`config.mk`:
```
export PLATFORM = sky130hd
export DESIGN_NAME = dbuf_tx_admit
export DESIGN_NICKNAME = d
export VERILOG_FILES = /design/src/rtl/adm_pkg.sv /design/src/rtl/adm_status_sampler.sv /design/src/rtl/adm_occupancy.sv /design/src/rtl/adm_slot_seq.sv /design/src/rtl/dbuf_tx_admit.sv
export SDC_FILE = /design/constraint.sdc
export NUM_CORES = 1
export LEC_CHECK = 0
export CAP_MARGIN = 20
export CORE_MARGIN = 2
export CORE_UTILIZATION = 45
export DETAILED_ROUTE_END_ITERATION = 12
export DONT_BUFFER_PORTS = 1
export GPL_TIMING_DRIVEN = 0
export PLACE_DENSITY = 0.59
export SLEW_MARGIN = 30
export SYNTH_ARGS = -nofsm -noshare
export SYNTH_HDL_FRONTEND = slang
export SYNTH_SLANG_ARGS = --single-unit
```
`constraint.sdc`:
```
create_clock -name clk -period 2.7 [get_ports clk]
set_input_delay 0.54 -clock clk [delete_from_list [all_inputs] [get_ports clk]]
set_output_delay 0.54 -clock clk [all_outputs]
set_load 0.02 [all_outputs]
```
`src/rtl/adm_pkg.sv`:
```
package adm_pkg;

  // Sequencer phase: waiting for a packet head, or inside an admitted packet
  typedef enum logic {
    PH_IDLE = 1'b0,
    PH_BODY = 1'b1
  } phase_e;

endpackage

```
`src/rtl/adm_status_sampler.sv`:
```
module adm_status_sampler #(
  parameter int unsigned STAT_W = 16,
  parameter int unsigned CNT_W  = 4
) (
  input  logic              clk,
  input  logic              rst_n,
  input  logic [STAT_W-1:0] status_i,
  output logic [CNT_W-1:0]  out_cnt_o
);

  logic [CNT_W-1:0] samp_d;
  logic [CNT_W-1:0] samp_q;

  // Only the count field is kept; upper status bits are dropped here
  always_comb begin
    samp_d = status_i[CNT_W-1:0];
  end

  always_ff @(posedge clk or negedge rst_n) begin
    if (!rst_n) begin
      samp_q <= '0;
    end else begin
      samp_q <= samp_d;
    end
  end

  assign out_cnt_o = samp_q;

endmodule

```
`src/rtl/adm_occupancy.sv`:
```
module adm_occupancy #(
  parameter int unsigned CNT_W     = 4,
  parameter int unsigned NUM_SLOTS = 2
) (
  input  logic [CNT_W-1:0] in_cnt_i,
  input  logic [CNT_W-1:0] out_cnt_i,
  output logic [CNT_W-1:0] occ_o,
  output logic             room_o
);

  localparam logic [CNT_W-1:0] LIMIT = CNT_W'(NUM_SLOTS);

  // Modulo subtraction keeps the difference valid across counter wrap
  always_comb begin
    occ_o  = in_cnt_i - out_cnt_i;
    room_o = (occ_o < LIMIT);
  end

endmodule

```
`src/rtl/adm_slot_seq.sv`:
```
module adm_slot_seq #(
  parameter int unsigned CNT_W     = 4,
  parameter int unsigned NUM_SLOTS = 2,
  parameter int unsigned SLOT_W    = 1
) (
  input  logic              clk,
  input  logic              rst_n,
  input  logic              beat_acc_i,
  input  logic              beat_last_i,
  output logic [CNT_W-1:0]  in_cnt_o,
  output logic [SLOT_W-1:0] slot_o,
  output logic              busy_o,
  output logic              doorbell_o
);

  import adm_pkg::*;

  localparam logic [SLOT_W-1:0] SLOT_MAX = SLOT_W'(NUM_SLOTS - 1);

  phase_e            ph_d,    ph_q;
  logic [CNT_W-1:0]  cnt_d,   cnt_q;
  logic [SLOT_W-1:0] slot_d,  slot_q;
  logic              bell_d,  bell_q;
  logic              pkt_done;
  logic              cnt_en;

  assign pkt_done = beat_acc_i & beat_last_i;
  assign cnt_en   = pkt_done;

  always_comb begin
    ph_d   = ph_q;
    cnt_d  = cnt_q;
    slot_d = slot_q;
    bell_d = pkt_done;
    if (beat_acc_i) begin
      ph_d = beat_last_i ? PH_IDLE : PH_BODY;
    end
    if (cnt_en) begin
      cnt_d  = cnt_q + CNT_W'(1);
      slot_d = (slot_q == SLOT_MAX) ? '0 : slot_q + SLOT_W'(1);
    end
  end

  always_ff @(posedge clk or negedge rst_n) begin
    if (!rst_n) begin
      ph_q   <= PH_IDLE;
      cnt_q  <= '0;
      slot_q <= '0;
      bell_q <= 1'b0;
    end else begin
      ph_q   <= ph_d;
      bell_q <= bell_d;
      if (cnt_en) begin
        cnt_q  <= cnt_d;
        slot_q <= slot_d;
      end
    end
  end

  assign in_cnt_o   = cnt_q;
  assign slot_o     = slot_q;
  assign busy_o     = (ph_q == PH_BODY);
  assign doorbell_o = bell_q;

  // slot changes after each completed packet
  a_r4_slot_advance: assert property (@(posedge clk) disable iff (!rst_n)
    (beat_acc_i && beat_last_i) |=> (slot_q != $past(slot_q)));

  // slot held across the beats of one packet
  a_r4_slot_held: assert property (@(posedge clk) disable iff (!rst_n)
    (!(beat_acc_i && beat_last_i)) |=> $stable(slot_q));

  // doorbell follows a completed packet
  a_r5_bell_after_last: assert property (@(posedge clk) disable iff (!rst_n)
    (beat_acc_i && beat_last_i) |=> doorbell_o);

  // no doorbell without a completed packet in the prior cycle
  a_r5_bell_only_after_last: assert property (@(posedge clk) disable iff (!rst_n)
    (!(beat_acc_i && beat_last_i)) |=> !doorbell_o);

  // input count steps by one modulo the counter width
  a_r6_cnt_step: assert property (@(posedge clk) disable iff (!rst_n)
    (beat_acc_i && beat_last_i) |=> (cnt_q == CNT_W'($past(cnt_q) + CNT_W'(1))));

endmodule

```
`src/rtl/dbuf_tx_admit.sv`:
```
module dbuf_tx_admit #(
  parameter  int unsigned NUM_SLOTS = 2,
  parameter  int unsigned CNT_W     = 4,
  parameter  int unsigned STAT_W    = 16,
  localparam int unsigned SLOT_W    = (NUM_SLOTS > 2) ? $clog2(NUM_SLOTS) : 1
) (
  input  logic              clk,
  input  logic              rst_n,
  input  logic              pkt_valid_i,
  input  logic              pkt_last_i,
  output logic              pkt_ready_o,
  input  logic [STAT_W-1:0] status_i,
  output logic              wr_en_o,
  output logic [SLOT_W-1:0] slot_o,
  output logic              doorbell_o
);

  logic [CNT_W-1:0] out_cnt;
  logic [CNT_W-1:0] in_cnt;
  logic [CNT_W-1:0] occ;
  logic             room;
  logic             busy;
  logic             beat_acc;

  adm_status_sampler #(
    .STAT_W (STAT_W),
    .CNT_W  (CNT_W)
  ) u_sampler (
    .clk       (clk),
    .rst_n     (rst_n),
    .status_i  (status_i),
    .out_cnt_o (out_cnt)
  );

  adm_occupancy #(
    .CNT_W     (CNT_W),
    .NUM_SLOTS (NUM_SLOTS)
  ) u_occ (
    .in_cnt_i  (in_cnt),
    .out_cnt_i (out_cnt),
    .occ_o     (occ),
    .room_o    (room)
  );

  adm_slot_seq #(
    .CNT_W     (CNT_W),
    .NUM_SLOTS (NUM_SLOTS),
    .SLOT_W    (SLOT_W)
  ) u_seq (
    .clk         (clk),
    .rst_n       (rst_n),
    .beat_acc_i  (beat_acc),
    .beat_last_i (pkt_last_i),
    .in_cnt_o    (in_cnt),
    .slot_o      (slot_o),
    .busy_o      (busy),
    .doorbell_o  (doorbell_o)
  );

  // Body beats bypass the occupancy check; heads need a free slot
  assign pkt_ready_o = busy | room;
  assign beat_acc    = pkt_valid_i & pkt_ready_o;
  assign wr_en_o     = beat_acc;

  // a packet head is never written while both slots are taken
  a_r2_no_head_when_full: assert property (@(posedge clk) disable iff (!rst_n)
    (pkt_valid_i && !busy && (occ >= CNT_W'(NUM_SLOTS))) |-> !wr_en_o);

  // once inside a packet, the producer is never held off
  a_r8_body_open: assert property (@(posedge clk) disable iff (!rst_n)
    (wr_en_o && !pkt_last_i) |=> pkt_ready_o);

endmodule

```
-- Yosys cells after proc, flatten, opt, wreduce, memory -nomap -nowiden
Cells that the tools add are included.
- mux-type cells: 2
- bitwise operators: 3
- $lt $le $gt $ge: 1
- $add $sub $neg: 3
- operator list (cell ; count):
    $add A4 B1 Y4 const B ; 1
    $lt A4 B2 Y1 const B ; 1
    $sub A4 B4 Y4 ; 1
    $and A1 B1 Y1 ; 2
    $mux W1 ; 2
    $add A1 B1 Y1 const B ; 1
    $or A1 B1 Y1 ; 1
- output and inout bits: 4
- flip-flop bits (word level): 11
- bits of input ports: 20

-- Logic depth before layout (Yosys ltp)
Gate-level depths: netlist of run 1.
- depth in word-level cells: 5
- gate-level depth with buffers: 8
- gate-level depth less buffers: 7

-- Modules after synthesis
Synthesis of run 1 repeated with hierarchy kept, for this count alone.
- cells, all modules: 42
- area total of the unflattened synthesis: 530.5 µm²
- by module, submodules not included (module ; cells each ; instances ; seq. area each (µm²) ; area each (µm²)):
    adm_slot_seq ; 19 ; 1 ; 175.2 ; 274.0
    adm_occupancy ; 17 ; 1 ; 0.0 ; 142.6
    adm_status_sampler ; 4 ; 1 ; 100.1 ; 100.1
    dbuf_tx_admit ; 2 ; 1 ; 0.0 ; 13.8

-- Least setup slack after synthesis of run 1
OpenSTA, ideal clock, no wires.
- path kind: register to output
- from: register u_seq.cnt_q[0], in the netlist u_seq.in_cnt_o[0]
- to: output wr_en_o
- path slack: -0.086 ns
- required time: 2.160 ns
- data arrival time: 2.246 ns
- stages on the path, launching flop included: 8
- cell sequence: dfrtp_1 nand2b_4 fa_1 xnor2_1 nand2b_1 clkbuf_1 o21ai_0 and2_1
- longest elaborated chain between the ends: 4
- RTL lines (what ; line ; RTL):
    start: declaration ; adm_slot_seq.sv:21 ; logic [CNT_W-1:0] cnt_d, cnt_q;
    start signal: assignment ; adm_slot_seq.sv:54 ; cnt_q <= cnt_d;
    $sub A4 B4 Y4 ; adm_occupancy.sv:15 ; occ_o = in_cnt_i - out_cnt_i;
    $lt A4 B2 Y1 ; adm_occupancy.sv:16 ; room_o = (occ_o < LIMIT);
    $or A1 B1 Y1 ; dbuf_tx_admit.sv:61 ; assign pkt_ready_o = busy | room;
    named net pkt_ready_o ; dbuf_tx_admit.sv:11 ; output logic pkt_ready_o,
    $and A1 B1 Y1 ; dbuf_tx_admit.sv:62 ; assign beat_acc = pkt_valid_i & pkt_ready_o;
    end: declaration ; dbuf_tx_admit.sv:13 ; output logic wr_en_o,
The timed path passes the listed nets, and every way through them passes these cells.

-- Worst setup path in the final report of run 1
Same ends and word-level chain as after synthesis.

==> impl_metrics.json, run 1 <==
{
  "grt_pass1_wl_um": 2260,
  "path_max_fanout": 10,
  "fillers": 132,
  "dp_slack_ps": -91.8,
  "post_drt_wl_per_cell_um": 14.7,
  "vdd_drop_max_v": 0.000610,
  "whs_path_depth": 0,
  "syn_area_um2": 683,
  "ys_ff_latch": 11,
  "cts-root-buf": "clkbuf_4",
  "arrival_ps": 2050,
  "max_slew_margin_pct": 66.3,
  "synth_top_cell_by_area": "dfrtp_1",
  "power_mw": 1.06,
  "grt_use_total_pct": 16.7,
  "setup_viol": 0,
  "syn_nets": 93,
  "htree_levels": 1,
  "dr.pass1.iters": 4,
  "cts_tree": "done",
  "die_y_um": 43.0,
  "antenna_found_initial": 0,
  "ys_seq_area_share_pct": 40.3,
  "r2r-end": "u_seq.in_cnt_o[0]",
  "status": "finished, final reports clean",
  "vias_per_cell": 5.95,
  "cp-start-kind": "flop",
  "hold_violations": 0,
  "die_w_um": 43.0,
  "syn_to_final_growth_pct": 15.4,
  "cap_violations": 0,
  "pin_count": 24,
  "worstRegToRegCells": 7,
  "totalWireLength_um": 1340,
  "slew_viol_final": 0,
  "clkLatencyLatePin_ps": 270,
  "grt_pass1_vias": 516,
  "synthTopCellsByArea": "dfrtp_1 40%, a221oi_1 6.4%, ha_1 5.5%, nor2b_1 4.6%, nand2_1 3.8%",
  "netlist_instances": 69,
  "start_util_pct": 46.4,
  "rsz0062_at_grt": "no",
  "dp_hpwl_um": 953,
  "drt_iter0_markers": 11,
  "multi_input_area_um2": 407,
  "antenna_cells": 0,
  "yosysWarnings": 0,
  "worst_slack_ps": 114,
  "synth_top_area_share_pct": 40.3,
  "r2r_slack_ps": 730,
  "worstSetupEndpointType": "output pin",
  "cts_sinks": 11,
  "place_congestion": 0.782,
  "fin_tns_setup_ps": 0,
  "cellPowerDensity_nw_per_um2": 1350,
  "cts_buffers": 3,
  "coreArea_um2": 1470,
  "grt_max_degree": 12,
  "ant_nets": 0,
  "yosysUniqueCellTypes": 28,
  "hold_ws_ps": 292,
  "syn_avg_cell_area_um2": 9.90,
  "crit_type": "flop to output pin",
  "post-route-min-period_ps": 2590,
  "worstReg2RegStart": "u_seq.in_cnt_o[2]",
  "seqCellArea_um2": 277,
  "period_share_pct": 95.8,
  "p_leak_nw": 0.312,
  "worstMarginPinSlew_ps": 504,
  "num_rows": 14,
  "hp-start": "status_i[3]",
  "route.vias.total": 541,
  "drc": 0,
  "nNetsFinal": 100,
  "required_ps": 2160,
  "hold_end": "u_sampler.out_cnt_o[3]",
  "fmax_mhz": 387,
  "dieArea_um2": 1850,
  "clkSlewWorstSetupHoldPaths_ps": 70,
  "layout-drive-gt1-share_pct": 18.7,
  "clk_path_buf_depth": 2,
  "io_buffer_count": 0,
  "gr-total-overflow": 0,
  "hp-class": "input port to flop",
  "skew_ps": 1.73
}
[power breakdown]
part / switching (mW) / internal (mW) / leakage [nW]
Combinational: 0.352 / 0.300 / 0.175
Clock: 0.0585 / 0.0549 / 0.0177
Sequential: 0.0835 / 0.215 / 0.119
[sequential cells by signal (all words and copies together), names as in the netlist]
register,cells
u_seq.doorbell_o,1
u_seq.slot_o,1
u_seq.busy_o,1
u_sampler.out_cnt_o,4
u_seq.in_cnt_o,4
[repair_timing]
| item | in CTS | in global routing |
|---|---|---|
| gates resized for setup | 8 | 2 |
| hold buffers | 1 | 0 |
| pin swaps | 2 | 3 |
| buffers inserted | 1 | 0 |
| setup endpoints to repair | 2 | 1 |
| hold endpoints to repair | 11 | 0 |
[cells in the mapped netlist]
cell / instances
nand3b_1: 1
xnor2_1: 3
nand2b_1: 1
dfrtp_1: 11
nand3_1: 5
or3_1: 1
nand2b_4: 1
nor4_1: 2
o311ai_0: 1
ha_1: 3
and3_1: 1
a21boi_0: 1
nor3_1: 3
a21o_1: 1
nor2b_1: 5
buf_6: 1
or4_1: 2
inv_1: 3
nand2_1: 7
clkbuf_1: 2
o21a_1: 1
o21ai_0: 1
mux2i_1: 1
fa_1: 1
and2_1: 3
a31oi_2: 1
a221oi_1: 5
nor3b_1: 1
[worst max-delay path: stages, from the launching register on]
cell	delay [ps]
dfrtp_2	410
nand2b_4	150
fa_2	340
xnor2_1	150
nand2b_1	110
clkbuf_8	180
o21ai_4	210
and2_4	220
[routing by layer]
metal / vias up / GRT usage, % / part of all wire [%]
li1: 263 / - / -
met1: 264 / 21.3 / 47
met2: 12 / 26.4 / 48
met3: 2 / 6.81 / 4.7
met4: 0 / 3.64 / 0.45
met5: - / 0 / 0
[kinds of logic (layout without fill, tap and decap cells)]
family	count (synthesis)	in the layout	share of synthesized area, %
flip-flops	11	11	40.3
buffers and inverters	6	12	4.40
AO/OA/AOI/OAI	11	11	13.6
AND/OR/NAND/NOR	33	33	28.0
XOR/XNOR	3	3	3.85
multiplexers	1	1	1.47
adder cells (fa/ha/maj)	4	4	8.43
[how the worst max path moves through the flow]
| stage | startpoint | end | cells past startpoint |
|---|---|---|---|
| after floorplan | u_seq.in_cnt_o[0] | wr_en_o | 7 |
| after global routing | u_seq.in_cnt_o[2] | wr_en_o | 7 |
| after CTS | u_seq.in_cnt_o[0] | wr_en_o | 7 |
| after global placement | u_seq.in_cnt_o[0] | wr_en_o | 7 |
| final | u_seq.in_cnt_o[0] | wr_en_o | 7 |
| after detailed placement | u_seq.in_cnt_o[0] | wr_en_o | 7 |
[through the flow]
stage	cell area (um^2)	cells	util [%]
floorplan	683	69	-
global placement	703	85	47.8
detailed placement	703	85	47.8
CTS	773	91	52.6
global route	788	91	53.6
finish	788	91	53.6
[final cells by class]
type | instances | area share, %
Clock inverter | 1 | 0.635
Clock buffer | 3 | 2.86
Timing Repair Buffer | 2 | 2.22
Sequential cell | 11 | 35.1
Tap cell | 16 | 2.54
Buffer | 3 | 3.65
Multi-Input combinational cell | 52 | 51.6
Inverter | 3 | 1.43
[placed cells by master, fill, tap and decap left out, types with 2 or more instances in the layout]
cell       n
dfrtp_1   10
nand2_1    7
nor2b_1    5
a221oi_1   5
nand3_1    5
inv_1      3
xnor2_1    3
nor3_1     3
clkbuf_4   3
and2_1     2
or4_1      2
nor4_1     2
ha_1       2
Power figures use the tool's default switching activity.
==> run 2: changes to the inputs <==
--- a/config.mk
+++ b/config.mk
@@ -5,6 +5,7 @@
 export SDC_FILE = /design/constraint.sdc
 export NUM_CORES = 1
 export LEC_CHECK = 0
+export ABC_AREA = 1
 export CAP_MARGIN = 20
 export CORE_MARGIN = 2
 export CORE_UTILIZATION = 45
==> constraint.sdc (replaced) <==
create_clock -name clk -period 2.7 [get_ports clk]
set_input_delay 0.27 -clock clk [delete_from_list [all_inputs] [get_ports clk]]
set_output_delay 0.27 -clock clk [all_outputs]
set_load 0.02 [all_outputs]
==> impl_metrics.json, run 2 <==
{
  "status": "finished, final reports clean",
  "syn_to_final_growth_pct": 9.34,
  "dp_slack_ps": 747,
  "yosysUniqueCellTypes": 17,
  "drc": 0,
  "grt_pass1_vias": 332,
  "totalWireLength_um": 877,
  "nNetsFinal": 96,
  "postCtsHoldBufs": 1,
  "r2r_slack_ps": 880,
  "grt_pass1_wl_um": 1350,
  "cts_buffers": 3,
  "yosys-top-cells-count": "19 x nand2_1, 12 x inv_1, 11 x dfrtp_1",
  "clkLatencyLatePin_ps": 260,
  "path_max_fanout": 8,
  "ys.flop_type": "dfrtp_1",
  "synth_top_cell_by_area": "dfrtp_1",
  "crit_path_start": "u_seq.in_cnt_o[0]",
  "endpoint": "wr_en_o",
  "htree_levels": 1,
  "p_sw_uw": 278,
  "syn_avg_cell_area_um2": 8.93,
  "p_seq_share_pct": 40.9,
  "cts_tree": "done",
  "required_ps": 2430,
  "p_leak_nw": 0.360,
  "final_core_util_pct": 50.8,
  "arrival_ps": 1960,
  "pin_count": 24,
  "max_slew_margin_pct": 68.2,
  "fin_area_um2": 644,
  "rsz0062_at_grt": "no",
  "synthTopCellsByArea": "dfrtp_1 47%, nand2_1 12%, inv_1 7.6%, ha_1 6.4%, nand4_1 5.3%",
  "ys_ff_latch": 11,
  "worstMarginPinSlew_ps": 476,
  "clkPwrFrac_pct": 17.2,
  "antenna_found_initial": 0,
  "num_rows": 13,
  "dp_hpwl_um": 673,
  "layout_commonest_cell": "nand2_1",
  "place_area_um2": 608,
  "cp-start-kind": "flop",
  "place_congestion": 0.780,
  "post-route-min-period_ps": 2230,
  "synth_top_area_share_pct": 46.7,
  "clkSlewWorstSetupHoldPaths_ps": 70,
  "crit_type": "flop to output pin",
  "period_share_pct": 82.6,
  "die_y_um": 40.2,
  "synthArstFlopShare_pct": 100,
  "layout-drive-gt1-share_pct": 15.5,
  "fillers": 118,
  "gr-total-overflow": 0,
  "cellPowerDensity_nw_per_um2": 989,
  "ant_nets": 0,
  "mostFrequentLayoutCells": "19 x nand2_1, 12 x inv_1, 11 x dfrtp_1",
  "syn_nets": 90,
  "worstReg2RegStart": "u_seq.in_cnt_o[0]",
  "io_buffer_count": 0,
  "cts_sinks": 11,
  "fmax_mhz": 449,
  "cts-root-buf": "clkbuf_4",
  "cts_resized": 0,
  "synth.most_common_cell": "nand2_1",
  "clk_path_buf_depth": 2,
  "power_uw": 637,
  "ys_seq_area_share_pct": 46.7,
  "grt_use_total_pct": 13.7,
  "postCtsSetupRepairBufs": 0,
  "route.vias.total": 405,
  "vdd_drop_max_v": 0.000361,
  "slew_viol_final": 0,
  "power.internal_uw": 359,
  "post_drt_wl_per_cell_um": 10.2,
  "grt_max_degree": 12,
  "yosysWarnings": 0,
  "antenna_cells": 0,
  "fin_tns_setup_ps": 0,
  "hold_violations": 0,
  "syn_area_um2": 589,
  "drt_iter0_markers": 12,
  "comb_power_share_pct": 42.0,
  "worstRegToRegCells": 11,
  "setup_viol": 0,
  "dieArea_um2": 1620,
  "skew_ps": 5.34,
  "hp-class": "input port to flop",
  "cap_violations": 0,
  "coreArea_um2": 1270,
  "die_w_um": 40.2,
  "start_util_pct": 46.4,
  "r2r-end": "u_seq.in_cnt_o[1]",
  "vias_per_cell": 4.71,
  "netlist_instances": 66,
  "netSwitchingFraction_pct": 43.7,
  "synth_edf_count": 0,
  "dr.pass1.iters": 4,
  "worstSetupEndpointType": "output pin",
  "worst_slack_ps": 471
}
[run 2: power groups by stage]
stage | Sequential (mW) | Clock [mW] | Combinational (mW)
finish | 0.260 | 0.110 | 0.267
global route | 0.270 | 0.118 | 0.308
CTS | 0.261 | 0.112 | 0.271
detailed placement | 0.264 | 0 | 0.266
global placement | 0.263 | 0 | 0.260
floorplan | 0.255 | 0 | 0.232
[run 2: per-stage QoR]
step | hold WS, ps | cells
after global routing | 20.2 | 86
after detailed placement | -25.4 | 81
after floorplan | -25.6 | 66
after CTS | 24.5 | 86
after global placement | -25.4 | 81
final | 34.1 | 86
[run 2: cells by family (layout without fill, tap and decap cells)]
family | Yosys count | after routing | share of synthesized area (%)
AOI/OAI and AO/OA | 2 | 2 | 1.70
xor gates and xnor gates | 2 | 2 | 2.97
adders and majority gates | 4 | 4 | 9.77
buffers and inverters | 13 | 18 | 8.28
DFF | 11 | 11 | 46.7
and+or+nand+nor | 34 | 34 | 30.6
[run 2: metal layers]
layer	share of wire, %	vias up	GRT usage, %
met5	0	-	0
met1	50	182	18.3
met4	1.4	0	15.0
met3	1.6	2	1.67
met2	47	2	17.7
li1	-	219	-
[run 2: final cells by class]
cell class              instances  area (um^2)  share of cell area [%]
flip-flops and latches         11          275                    42.7
multi-input cells              42          265                    41.2
inverters                      13         48.8                    7.57
clock buffers                   4         26.3                    4.08
well taps                      15         18.8                    2.91
repair buffers                  1         10.0                    1.55
[run 2: how the worst min path moves through the flow]
stage	from	endpoint	cells past startpoint	slack, ps
6_report	status_i[3]	u_sampler.out_cnt_o[3]	0	30
2_1_floorplan	rst_n	u_sampler.out_cnt_o[0]	0	-30
3_5_place_dp	rst_n	u_sampler.out_cnt_o[0]	0	-30
4_1_cts	status_i[3]	u_sampler.out_cnt_o[3]	0	20
5_1_grt	status_i[3]	u_sampler.out_cnt_o[3]	0	20
3_3_place_gp	rst_n	u_sampler.out_cnt_o[3]	0	-30
[run 2: critical path, cell delays in order, from the launching register on]
cell and delay [ps]:
dfrtp_1 410, inv_1 100, nand2_2 70, fa_1 420, inv_1 60, nand2_1 60
nor2_2 80, nand3_2 100, nand2_4 160, nand2_2 80, inv_1 160
